### config.mk
export PLATFORM = sky130hd
export DESIGN_NAME = slru_ctrl
export DESIGN_NICKNAME = d
export VERILOG_FILES = /design/src/rtl/slru_pkg.sv /design/src/rtl/slru_order_dp.sv /design/src/rtl/slru_order_ctl.sv /design/src/rtl/slru_ctrl.sv
export SDC_FILE = /design/constraint.sdc
export NUM_CORES = 1
export LEC_CHECK = 0
export BUFFER_PORTS_ARGS = -buffer_cell sky130_fd_sc_hd__buf_2
export CAP_MARGIN = 40
export CORE_MARGIN = 8
export CORE_UTILIZATION = 45
export DETAILED_ROUTE_END_ITERATION = 7
export HOLD_SLACK_MARGIN = 0.05
export PLACE_DENSITY_LB_ADDON = 0.2
export SYNTH_ARGS = -nofsm -noshare
export SYNTH_HDL_FRONTEND = slang
export SYNTH_HIERARCHICAL = 1
export SYNTH_SLANG_ARGS = --single-unit
### constraint.sdc
create_clock -name clk -period 13.5 [get_ports clk]
set_input_delay 2.7 -clock clk [delete_from_list [all_inputs] [get_ports clk]]
set_output_delay 2.7 -clock clk [all_outputs]
set_load 0.02 [all_outputs]
### src/rtl/slru_pkg.sv
package slru_pkg;

  // Strobes from the control to the ordering datapath
  typedef struct packed {
    logic upd;        // apply an access this cycle
    logic isHit;      // 1 = promotion, 0 = fill
    logic tgtValid;   // target entry was valid before the access
    logic fromProt;   // target entry was protected before the access
    logic demote;     // protected oldest line drops to probationary
  } slru_strb_t;

endpackage

### src/rtl/slru_order_dp.sv
module slru_order_dp
  import slru_pkg::*;
#(
  parameter int NUM_ENTRIES = 8,
  parameter int PROT_LIMIT  = 4,
  localparam int IDX_W = $clog2(NUM_ENTRIES)
) (
  input  logic                         clk,
  input  logic                         rst,
  input  slru_strb_t                   strb,
  input  logic [IDX_W-1:0]             tgtIdx,
  input  logic [IDX_W-1:0]             tgtRank,
  output logic [NUM_ENTRIES-1:0]       entValid,
  output logic [NUM_ENTRIES-1:0]       entProt,
  output logic [NUM_ENTRIES*IDX_W-1:0] entRank
);

  localparam logic [IDX_W-1:0] PROT_OLDEST = IDX_W'(PROT_LIMIT - 1);

  for (genvar e = 0; e < NUM_ENTRIES; e++) begin : g_entry
    logic             vQ, pQ;
    logic [IDX_W-1:0] rQ;
    logic             pNext;
    logic [IDX_W-1:0] rNext;

    // Where this entry goes when another entry is the access target
    always_comb begin
      pNext = pQ;
      rNext = rQ;
      if (!strb.isHit) begin
        if (!pQ) begin
          if (!(strb.tgtValid && !strb.fromProt) || rQ < tgtRank) rNext = rQ + 1'b1;
        end else if (strb.tgtValid && strb.fromProt && rQ > tgtRank) begin
          rNext = rQ - 1'b1;
        end
      end else if (strb.fromProt) begin
        if (pQ && rQ < tgtRank) rNext = rQ + 1'b1;
      end else if (!pQ) begin
        if (strb.demote) begin
          if (rQ < tgtRank) rNext = rQ + 1'b1;
        end else if (rQ > tgtRank) begin
          rNext = rQ - 1'b1;
        end
      end else if (strb.demote && rQ == PROT_OLDEST) begin
        pNext = 1'b0;
        rNext = '0;
      end else begin
        rNext = rQ + 1'b1;
      end
    end

    always_ff @(posedge clk) begin
      if (rst) begin
        vQ <= 1'b0;
        pQ <= 1'b0;
        rQ <= '0;
      end else if (strb.upd) begin
        if (tgtIdx == IDX_W'(e)) begin
          vQ <= 1'b1;
          pQ <= strb.isHit;
          rQ <= '0;
        end else if (vQ) begin
          pQ <= pNext;
          rQ <= rNext;
        end
      end
    end

    assign entValid[e]                 = vQ;
    assign entProt[e]                  = pQ;
    assign entRank[e*IDX_W +: IDX_W]   = rQ;
  end

endmodule

### src/rtl/slru_order_ctl.sv
module slru_order_ctl
  import slru_pkg::*;
#(
  parameter int NUM_ENTRIES = 8,
  parameter int PROT_LIMIT  = 4,
  localparam int IDX_W = $clog2(NUM_ENTRIES),
  localparam int CNT_W = $clog2(NUM_ENTRIES + 1)
) (
  input  logic                         accValid,
  input  logic                         accHit,
  input  logic [IDX_W-1:0]             accIdx,
  input  logic [NUM_ENTRIES-1:0]       entValid,
  input  logic [NUM_ENTRIES-1:0]       entProt,
  input  logic [NUM_ENTRIES*IDX_W-1:0] entRank,
  output slru_strb_t                   strb,
  output logic [IDX_W-1:0]             tgtIdx,
  output logic [IDX_W-1:0]             tgtRank,
  output logic [IDX_W-1:0]             victimIdx,
  output logic                         victimValid
);

  logic [CNT_W-1:0] protCount, probCount, probLast;
  logic             anyInvalid, tgtValid;
  logic [IDX_W-1:0] freeIdx, oldIdx;

  always_comb begin
    protCount = '0;
    probCount = '0;
    for (int e = 0; e < NUM_ENTRIES; e++) begin
      if (entValid[e] && entProt[e])  protCount = protCount + 1'b1;
      if (entValid[e] && !entProt[e]) probCount = probCount + 1'b1;
    end
  end

  assign probLast = probCount - CNT_W'(1);

  // Victim: lowest invalid index first, else oldest probationary line
  always_comb begin
    anyInvalid = 1'b0;
    freeIdx    = '0;
    oldIdx     = '0;
    for (int e = NUM_ENTRIES - 1; e >= 0; e--) begin
      if (!entValid[e]) begin
        anyInvalid = 1'b1;
        freeIdx    = IDX_W'(e);
      end
      if (entValid[e] && !entProt[e] &&
          entRank[e*IDX_W +: IDX_W] == IDX_W'(probLast))
        oldIdx = IDX_W'(e);
    end
  end

  assign victimIdx   = anyInvalid ? freeIdx : oldIdx;
  assign victimValid = anyInvalid || (probCount != '0);

  assign tgtIdx   = accIdx;
  assign tgtValid = entValid[accIdx];
  assign tgtRank  = entRank[accIdx*IDX_W +: IDX_W];

  always_comb begin
    strb.isHit    = accHit;
    strb.tgtValid = tgtValid;
    strb.fromProt = tgtValid && entProt[accIdx];
    strb.upd      = accValid && (!accHit || tgtValid);
    strb.demote   = accHit && tgtValid && !entProt[accIdx] &&
                    (protCount == CNT_W'(PROT_LIMIT));
  end

endmodule

### src/rtl/slru_ctrl.sv
module slru_ctrl
  import slru_pkg::*;
#(
  parameter int NUM_ENTRIES = 8,
  parameter int PROT_LIMIT  = 4,   // must be below NUM_ENTRIES
  localparam int IDX_W = $clog2(NUM_ENTRIES)
) (
  input  logic                         clk,
  input  logic                         rst,
  input  logic                         accValid,
  input  logic                         accHit,
  input  logic [IDX_W-1:0]             accIdx,
  output logic [NUM_ENTRIES-1:0]       entValid,
  output logic [NUM_ENTRIES-1:0]       segTag,
  output logic [NUM_ENTRIES*IDX_W-1:0] rankFlat,
  output logic [IDX_W-1:0]             victimIdx,
  output logic                         victimValid
);

  slru_strb_t       strb;
  logic [IDX_W-1:0] tgtIdx, tgtRank;

  slru_order_ctl #(.NUM_ENTRIES(NUM_ENTRIES), .PROT_LIMIT(PROT_LIMIT)) u_ctl (
    .accValid(accValid), .accHit(accHit), .accIdx(accIdx),
    .entValid(entValid), .entProt(segTag), .entRank(rankFlat),
    .strb(strb), .tgtIdx(tgtIdx), .tgtRank(tgtRank),
    .victimIdx(victimIdx), .victimValid(victimValid)
  );

  slru_order_dp #(.NUM_ENTRIES(NUM_ENTRIES), .PROT_LIMIT(PROT_LIMIT)) u_dp (
    .clk(clk), .rst(rst), .strb(strb), .tgtIdx(tgtIdx), .tgtRank(tgtRank),
    .entValid(entValid), .entProt(segTag), .entRank(rankFlat)
  );

endmodule

; ---- After elaboration in Yosys (flattened, before gate mapping)
; Index checks and enable logic that the tools add are counted.
[totals]
romBits = 0
latchBits = 0
n_memories = 0
out_inout_bits = 44
ram_bits = 0
reg_bits = 40
in_bits = 7
[op_classes]
n_eq_ne = 64
n_div = 0
bitwise_logic = 0
mul = 1
n_lt_le_gt_ge = 17
n_mux = 197
n_reduce_logical = 127
shift = 1
add_sub_neg = 31
[op_table]
columns = operator, count
row1 = $mux 3, 121
row2 = $ne 4x4->1 const B, 16
row3 = $mux 1, 60
row4 = $mux 4, 14
row5 = $reduce_and 7->1, 8
row6 = $logic_and 1x1->1, 55
row7 = $add 4x1->4 const B, 12
row8 = $ne 6x1->1 const B, 8
row9 = $ne 6x5->1 const B, 8
row10 = $reduce_bool 4->1, 9
row11 = $reduce_and 4->1, 8
row12 = $reduce_bool 2->1, 16
row13 = $eq 3x2->1 const B, 10
row14 = $sub 3x1->3 const B, 9
row15 = $add 3x1->3 const B, 8
row16 = $eq 3x3->1, 8
row17 = $gt 3x3->1, 8
row18 = $lt 3x3->1, 8
row19 = $shiftx 24x6->3, 1
row20 = $ne 2x2->1 const B, 8
row21 = $reduce_and 2->1, 8
row22 = $eq 3x3->1 const B, 4
row23 = $logic_not 1->1, 12
row24 = $logic_or 1x1->1, 10
row25 = other kinds (7), 9

; ---- Depth between registers and ports, before layout
[logic_depth]
ltp_word = 29
ltp_mapped = 28
ltp_nobuf = 26

; ---- Hierarchy
; The synthesis kept the hierarchy.
[by_module_without_submodules]
columns = mod, cells_each, area_each_um2, n_inst
row1 = slru_order_dp, 547, 4075.2, 1
row2 = slru_order_ctl, 243, 2067.0, 1

; ---- Least setup slack after synthesis
; No wires, ideal clock.
[synth_path]
path_kind = reg-to-output
from = reg u_dp.g_entry[0].vQ
to = out victimIdx[2]
path_buffers = 2
stages_incl_launch_ff = 27
required_time_ns = 10.800
t_arrival_ns = 5.140
slack_ns = 5.660
path_cell_list = dfxtp_1 -> buf_4 -> nor2b_1 -> ha_1 -> xnor2_1 -> ha_1 -> nor2_1 -> nor2_1 -> ha_1 -> nand2_1 -> o31ai_1 -> ha_1 -> mux2_2 -> ha_1 -> nand2_1 -> nand2_1 -> ha_1 -> mux2i_1 -> ha_1 -> xor3_1 -> xnor3_1 -> buf_2 -> xor2_1 -> nor3_1 -> a31oi_1 -> and3_1 -> o21ai_1
[synth_via]
elab_chain_cells = 28
word_cells_on_any_way = 44
classes_between = add/sub: 8 / eq/ne: 8 / mux: 19 / reduce/logical: 9
[synth_rtl]
columns = element, line_no
row1 = "start, declared", slru_order_dp.sv:21  ; logic vQ, pQ;
row2 = "start signal, assigned", slru_order_dp.sv:54  ; vQ <= 1'b0;
row3 = "start signal, assigned", slru_order_dp.sv:59  ; vQ <= 1'b1;
row4 = $logic_and 1x1->1, "slru_order_ctl.sv:31, slru_order_ctl.sv:47"
row5 = $mux 1, slru_order_ctl.sv:31  ; if (entValid[e] && !entProt[e]) probCount = probCount + 1'b1;
row6 = $add 1x1->2, slru_order_ctl.sv:31
row7 = $mux 4, slru_order_ctl.sv:31
row8 = $add 4x1->4, slru_order_ctl.sv:31
row9 = $mux 4, slru_order_ctl.sv:31
row10 = $add 4x1->4, slru_order_ctl.sv:31
row11 = $mux 4, slru_order_ctl.sv:31
row12 = (+5 left out), n/a
row13 = $mux 4, slru_order_ctl.sv:31
row14 = $add 4x1->4, slru_order_ctl.sv:31
row15 = $mux 4, slru_order_ctl.sv:31
row16 = $sub 3x1->3, slru_order_ctl.sv:35  ; assign probLast = probCount - CNT_W'(1);
row17 = $eq 3x3->1, slru_order_ctl.sv:48  ; entRank[e*IDX_W +: IDX_W] == IDX_W'(probLast))
row18 = $logic_and 1x1->1, slru_order_ctl.sv:47  ; if (entValid[e] && !entProt[e] &&
row19 = $mux 3 (8 in series), slru_order_ctl.sv:47
row20 = $mux 3 *, slru_order_ctl.sv:53  ; assign victimIdx = anyInvalid ? freeIdx : oldIdx;
row21 = "end, declared", slru_ctrl.sv:16  ; output logic [IDX_W-1:0] victimIdx,
; Every way passes the cells marked *; elsewhere a longest branch is shown, timed or not.

; ---- Worst setup path after layout
[layout_path]
from = reg u_dp.g_entry[1].pQ
to = out victimIdx[0]
[layout_via]
elab_chain_cells = 27
word_cells_on_any_way = 41
classes_between = add/sub: 7 / eq/ne: 8 / mux: 16 / reduce/logical: 10
[layout_rtl]
columns = element, line_no
row1 = "start, declared", slru_order_dp.sv:21
row2 = "start signal, assigned", slru_order_dp.sv:60  ; pQ <= strb.isHit;
row3 = "start signal, assigned", slru_order_dp.sv:63  ; pQ <= pNext;
row4 = $logic_not 1->1 *, n/a
row5 = $logic_and 1x1->1 *, "slru_order_ctl.sv:31, slru_order_ctl.sv:47"
row6 = $mux 4, slru_order_ctl.sv:31
row7 = $add 4x1->4, slru_order_ctl.sv:31
row8 = $mux 4, slru_order_ctl.sv:31
row9 = $add 4x1->4, slru_order_ctl.sv:31
row10 = $mux 4, slru_order_ctl.sv:31
row11 = $add 4x1->4, slru_order_ctl.sv:31
row12 = (+5 left out), n/a
row13 = $add 4x1->4, slru_order_ctl.sv:31
row14 = $mux 4, slru_order_ctl.sv:31
row15 = $sub 3x1->3, slru_order_ctl.sv:35
row16 = $eq 3x3->1, slru_order_ctl.sv:48
row17 = $logic_and 1x1->1, slru_order_ctl.sv:47
row18 = $mux 3 (7 in series), slru_order_ctl.sv:47
row19 = $mux 3 *, slru_order_ctl.sv:47
row20 = $mux 3 *, slru_order_ctl.sv:53
; Marks and branches as above.

==> reports/qor.csv <==
metric;value;unit
crit_type;flop to output port;
rows;42;
min_path_type;flop to flop;
cts_buffers;5;
syn_area_per_cell;7.77;µm²
ff2ff_path_depth;24;
die-width;133;µm
io_buffers;50;
synth.top_cell.area_share;13.0;%
h-tree-depth;2;
ant_nets;0;
power.density;54.9;nW/µm²
yosysUniqueCellTypes;78;
cts_tree;done;
fp.dieH;133;µm
finalSetupTns;0;ns
critical_path_required;10.80;ns
fmaxAchievable;0.112;GHz
fin_crit;8.96;ns
syn_nets;861;
n_antenna_cell;0;
hpwl;14600;µm
worst-path-max-fanout;14;
drc;0;
final-setup-viol-count;0;
ys_seq_area_share;13.0;%
grt_setup_unrepaired;false;
postSynthCellCount;790;
dieArea;17600;µm²
maxSlewHeadroom;42.0;%
crit_arrival;6.26;ns
start_kind;flop;
antenna_found_initial;0;
viasPerCell;6.50;
r2r-end;u_dp/g_entry[7].rQ[2]$_SDFFE_PP0P_;
clock_sinks;40;
timing.final.crit_share;66.4;%
grt_pass1_wl;33100;µm
grt_usage;22.9;%
crit_path_end;victimIdx[0];
start_util;46.2;%
clock_path_buffers;2;
ir_drop;43.4;µV
synth_enable_flop_cells;0;
post_route_cells_drive_above_1_share;13.7;%
synth_top_area_cell;dfxtp_1;
crit_path_end_kind;output port;
ios;51;
holdWs;0.590;ns
skew;0.00300;ns
rrSetupSlack;6.90;ns
p_leak;0.00268;µW
synth_warnings;6;
rr_startpoint;u_dp/g_entry[0].pQ$_SDFFE_PP0P_;
cts-hold-fix-buffers;0;
status;completed;
via_count;6269;
ys_ff_latch;40;
drtPass1Iterations;5;
crit_path_start;u_dp/g_entry[1].pQ$_SDFFE_PP0P_;
ys_async_sr_fraction;0;%
slew_violations;0;
finalWeightedCongestion;0.940;
clock_latency;0.29;ns
synthToLayoutAreaGrowth;5.60;%
drt_iter0_drc;702;
maxCapViolCount;0;
clk_pin_slew;0.06;ns
clockRootBuffer;clkbuf_16;
grt_max_degree;62;
fillCellCount;1325;
final_nets;858;
hold_violations;0;
wl;20600;µm
synthTopCellsByArea;dfxtp_1 13%, ha_1 13%, xnor2_1 4.8%;
post_cts_buffers;0;
grt_pass1_vias;5975;
cts_resized;0;
coreArea;13300;µm²
utilization;48.8;%
gr-total-overflow;0;
worstMarginPinSlew;0.868;ns
synth_flop_cell;dfxtp_1;
synth_area;6140;µm²
wl_per_cell;21.4;µm
-- kinds of logic after synthesis --
logic type | count (synthesis) | synth area share (%)
muxes | 32 | 7.46
xor gates and xnor gates | 65 | 12.5
AOI/OAI and AO/OA | 184 | 20.6
DFF | 40 | 13.0
and+or+nand+nor | 291 | 24.7
adders and majority gates | 64 | 13.0
buffers and inverters | 114 | 8.70
-- metal layers --
layer,wire length [µm],track usage [%]
met5,0,0
met4,581,9.40
met3,1800,3.75
met1,8900,30.3
met2,9350,36.2
-- registers in the layout, indices dropped and copies added, names as in the netlist --
register and flops:
u_dp/g_entry.rQ 24, u_dp/g_entry.pQ 8, u_dp/g_entry.vQ 8
-- through the flow --
stage                     worst slack, ns  std cells  area [µm²]  total power (µW)
after global routing                 4.04        964        6490               374
after CTS                            4.55        964        6490               356
after global placement               5.04        953        6310               227
after detailed placement             4.86        956        6340               229
after floorplan                      5.66        790        6140               209
final                                4.54        964        6490               356
-- report_power, final --
group | internal (µW) | total, µW | leakage (µW) | switching [µW]
logic | 41.3 | 102 | 0.00228 | 60.4
clock network | 73.1 | 128 | 0.0000766 | 54.5
registers | 120 | 127 | 0.000323 | 6.67
-- cell usage in the layout (no fill, tap or decap), drive strengths merged, types with 6 or more instances in the layout --
cell type  instances
nand3             38
nor2              59
nand2             66
a211oi            10
nand2b            15
nand3b            12
o311ai             8
o21ai             31
mux2i             12
nor2b             15
a211o              8
xnor3              7
inv               43
and2               9
dfxtp             40
o211ai             6
buf               59
xor2              16
o31ai             12
xnor2             41
clkbuf             6
a31oi             10
a21oi             44
mux4              10
a21boi             6
nand4             11
mux2              10
a21o               6
and3b              6
nor3              18
ha                64
or3                7
and3              12
-- layout make-up --
class                   count  area (µm²)  share of cell area (%)
clock buffers               6         139                    2.14
clock inverters             2        10.0                   0.154
inverters                  45         174                    2.68
multi-input cells         636        4820                    74.3
flip-flops and latches     40         801                    12.3
well taps                 176         220                    3.40
repair buffers             59         323                    4.98
-- cells in the mapped netlist, types with 7 or more instances --
cell,count
a211o_1,8
a211oi_1,10
a21oi_1,44
a31oi_1,10
and2_1,7
and3_1,12
buf_2,9
buf_4,22
clkbuf_1,34
dfxtp_1,40
ha_1,64
inv_1,42
mux2_2,10
mux2i_1,12
mux4_2,10
nand2_1,65
nand2b_1,14
nand3_1,38
nand3b_1,12
nand4_1,11
nor2_1,59
nor2b_1,15
nor3_1,18
o21ai_0,28
o311ai_0,7
o31ai_1,12
or3_1,7
xnor2_1,34
xor2_1,16
-- how the worst min path moves through the flow --
stage / startpoint / endpoint / slack (ns) / depth (start not counted)
after floorplan: u_dp/g_entry[1].vQ$_SDFFE_PP0P_ / u_dp/g_entry[1].vQ$_SDFFE_PP0P_ / 0.46 / 2
after detailed placement: u_dp/g_entry[3].rQ[0]$_SDFFE_PP0P_ / u_dp/g_entry[3].rQ[0]$_SDFFE_PP0P_ / 0.57 / 2
after CTS: u_dp/g_entry[3].rQ[0]$_SDFFE_PP0P_ / u_dp/g_entry[3].rQ[0]$_SDFFE_PP0P_ / 0.59 / 2
after global placement: u_dp/g_entry[1].vQ$_SDFFE_PP0P_ / u_dp/g_entry[1].vQ$_SDFFE_PP0P_ / 0.58 / 2
after global routing: u_dp/g_entry[0].rQ[0]$_SDFFE_PP0P_ / u_dp/g_entry[0].rQ[0]$_SDFFE_PP0P_ / 0.65 / 2
final: u_dp/g_entry[3].rQ[0]$_SDFFE_PP0P_ / u_dp/g_entry[3].rQ[0]$_SDFFE_PP0P_ / 0.59 / 2
-- critical path, cell delays in order, from the launching register on --
cell      delay [ns]
dfxtp_1         0.62
nand2b_1        0.20
inv_1           0.07
ha_1            0.32
xnor2_1         0.15
ha_1            0.29
nor2_1          0.15
nor2_1          0.09
ha_1            0.27
nand2_1         0.08
o31ai_1         0.10
ha_1            0.31
mux2_2          0.29
ha_1            0.30
nand2_1         0.07
nand2_1         0.08
ha_1            0.27
mux2i_1         0.20
ha_1            0.18
xor3_1          0.40
xnor3_1         0.54
xnor2_1         0.18
nand4_1         0.17
a21boi_1        0.22
o211ai_2        0.14
nand3_1         0.11
buf_2           0.17
Note: power is estimated with default switching activity, not from simulation.
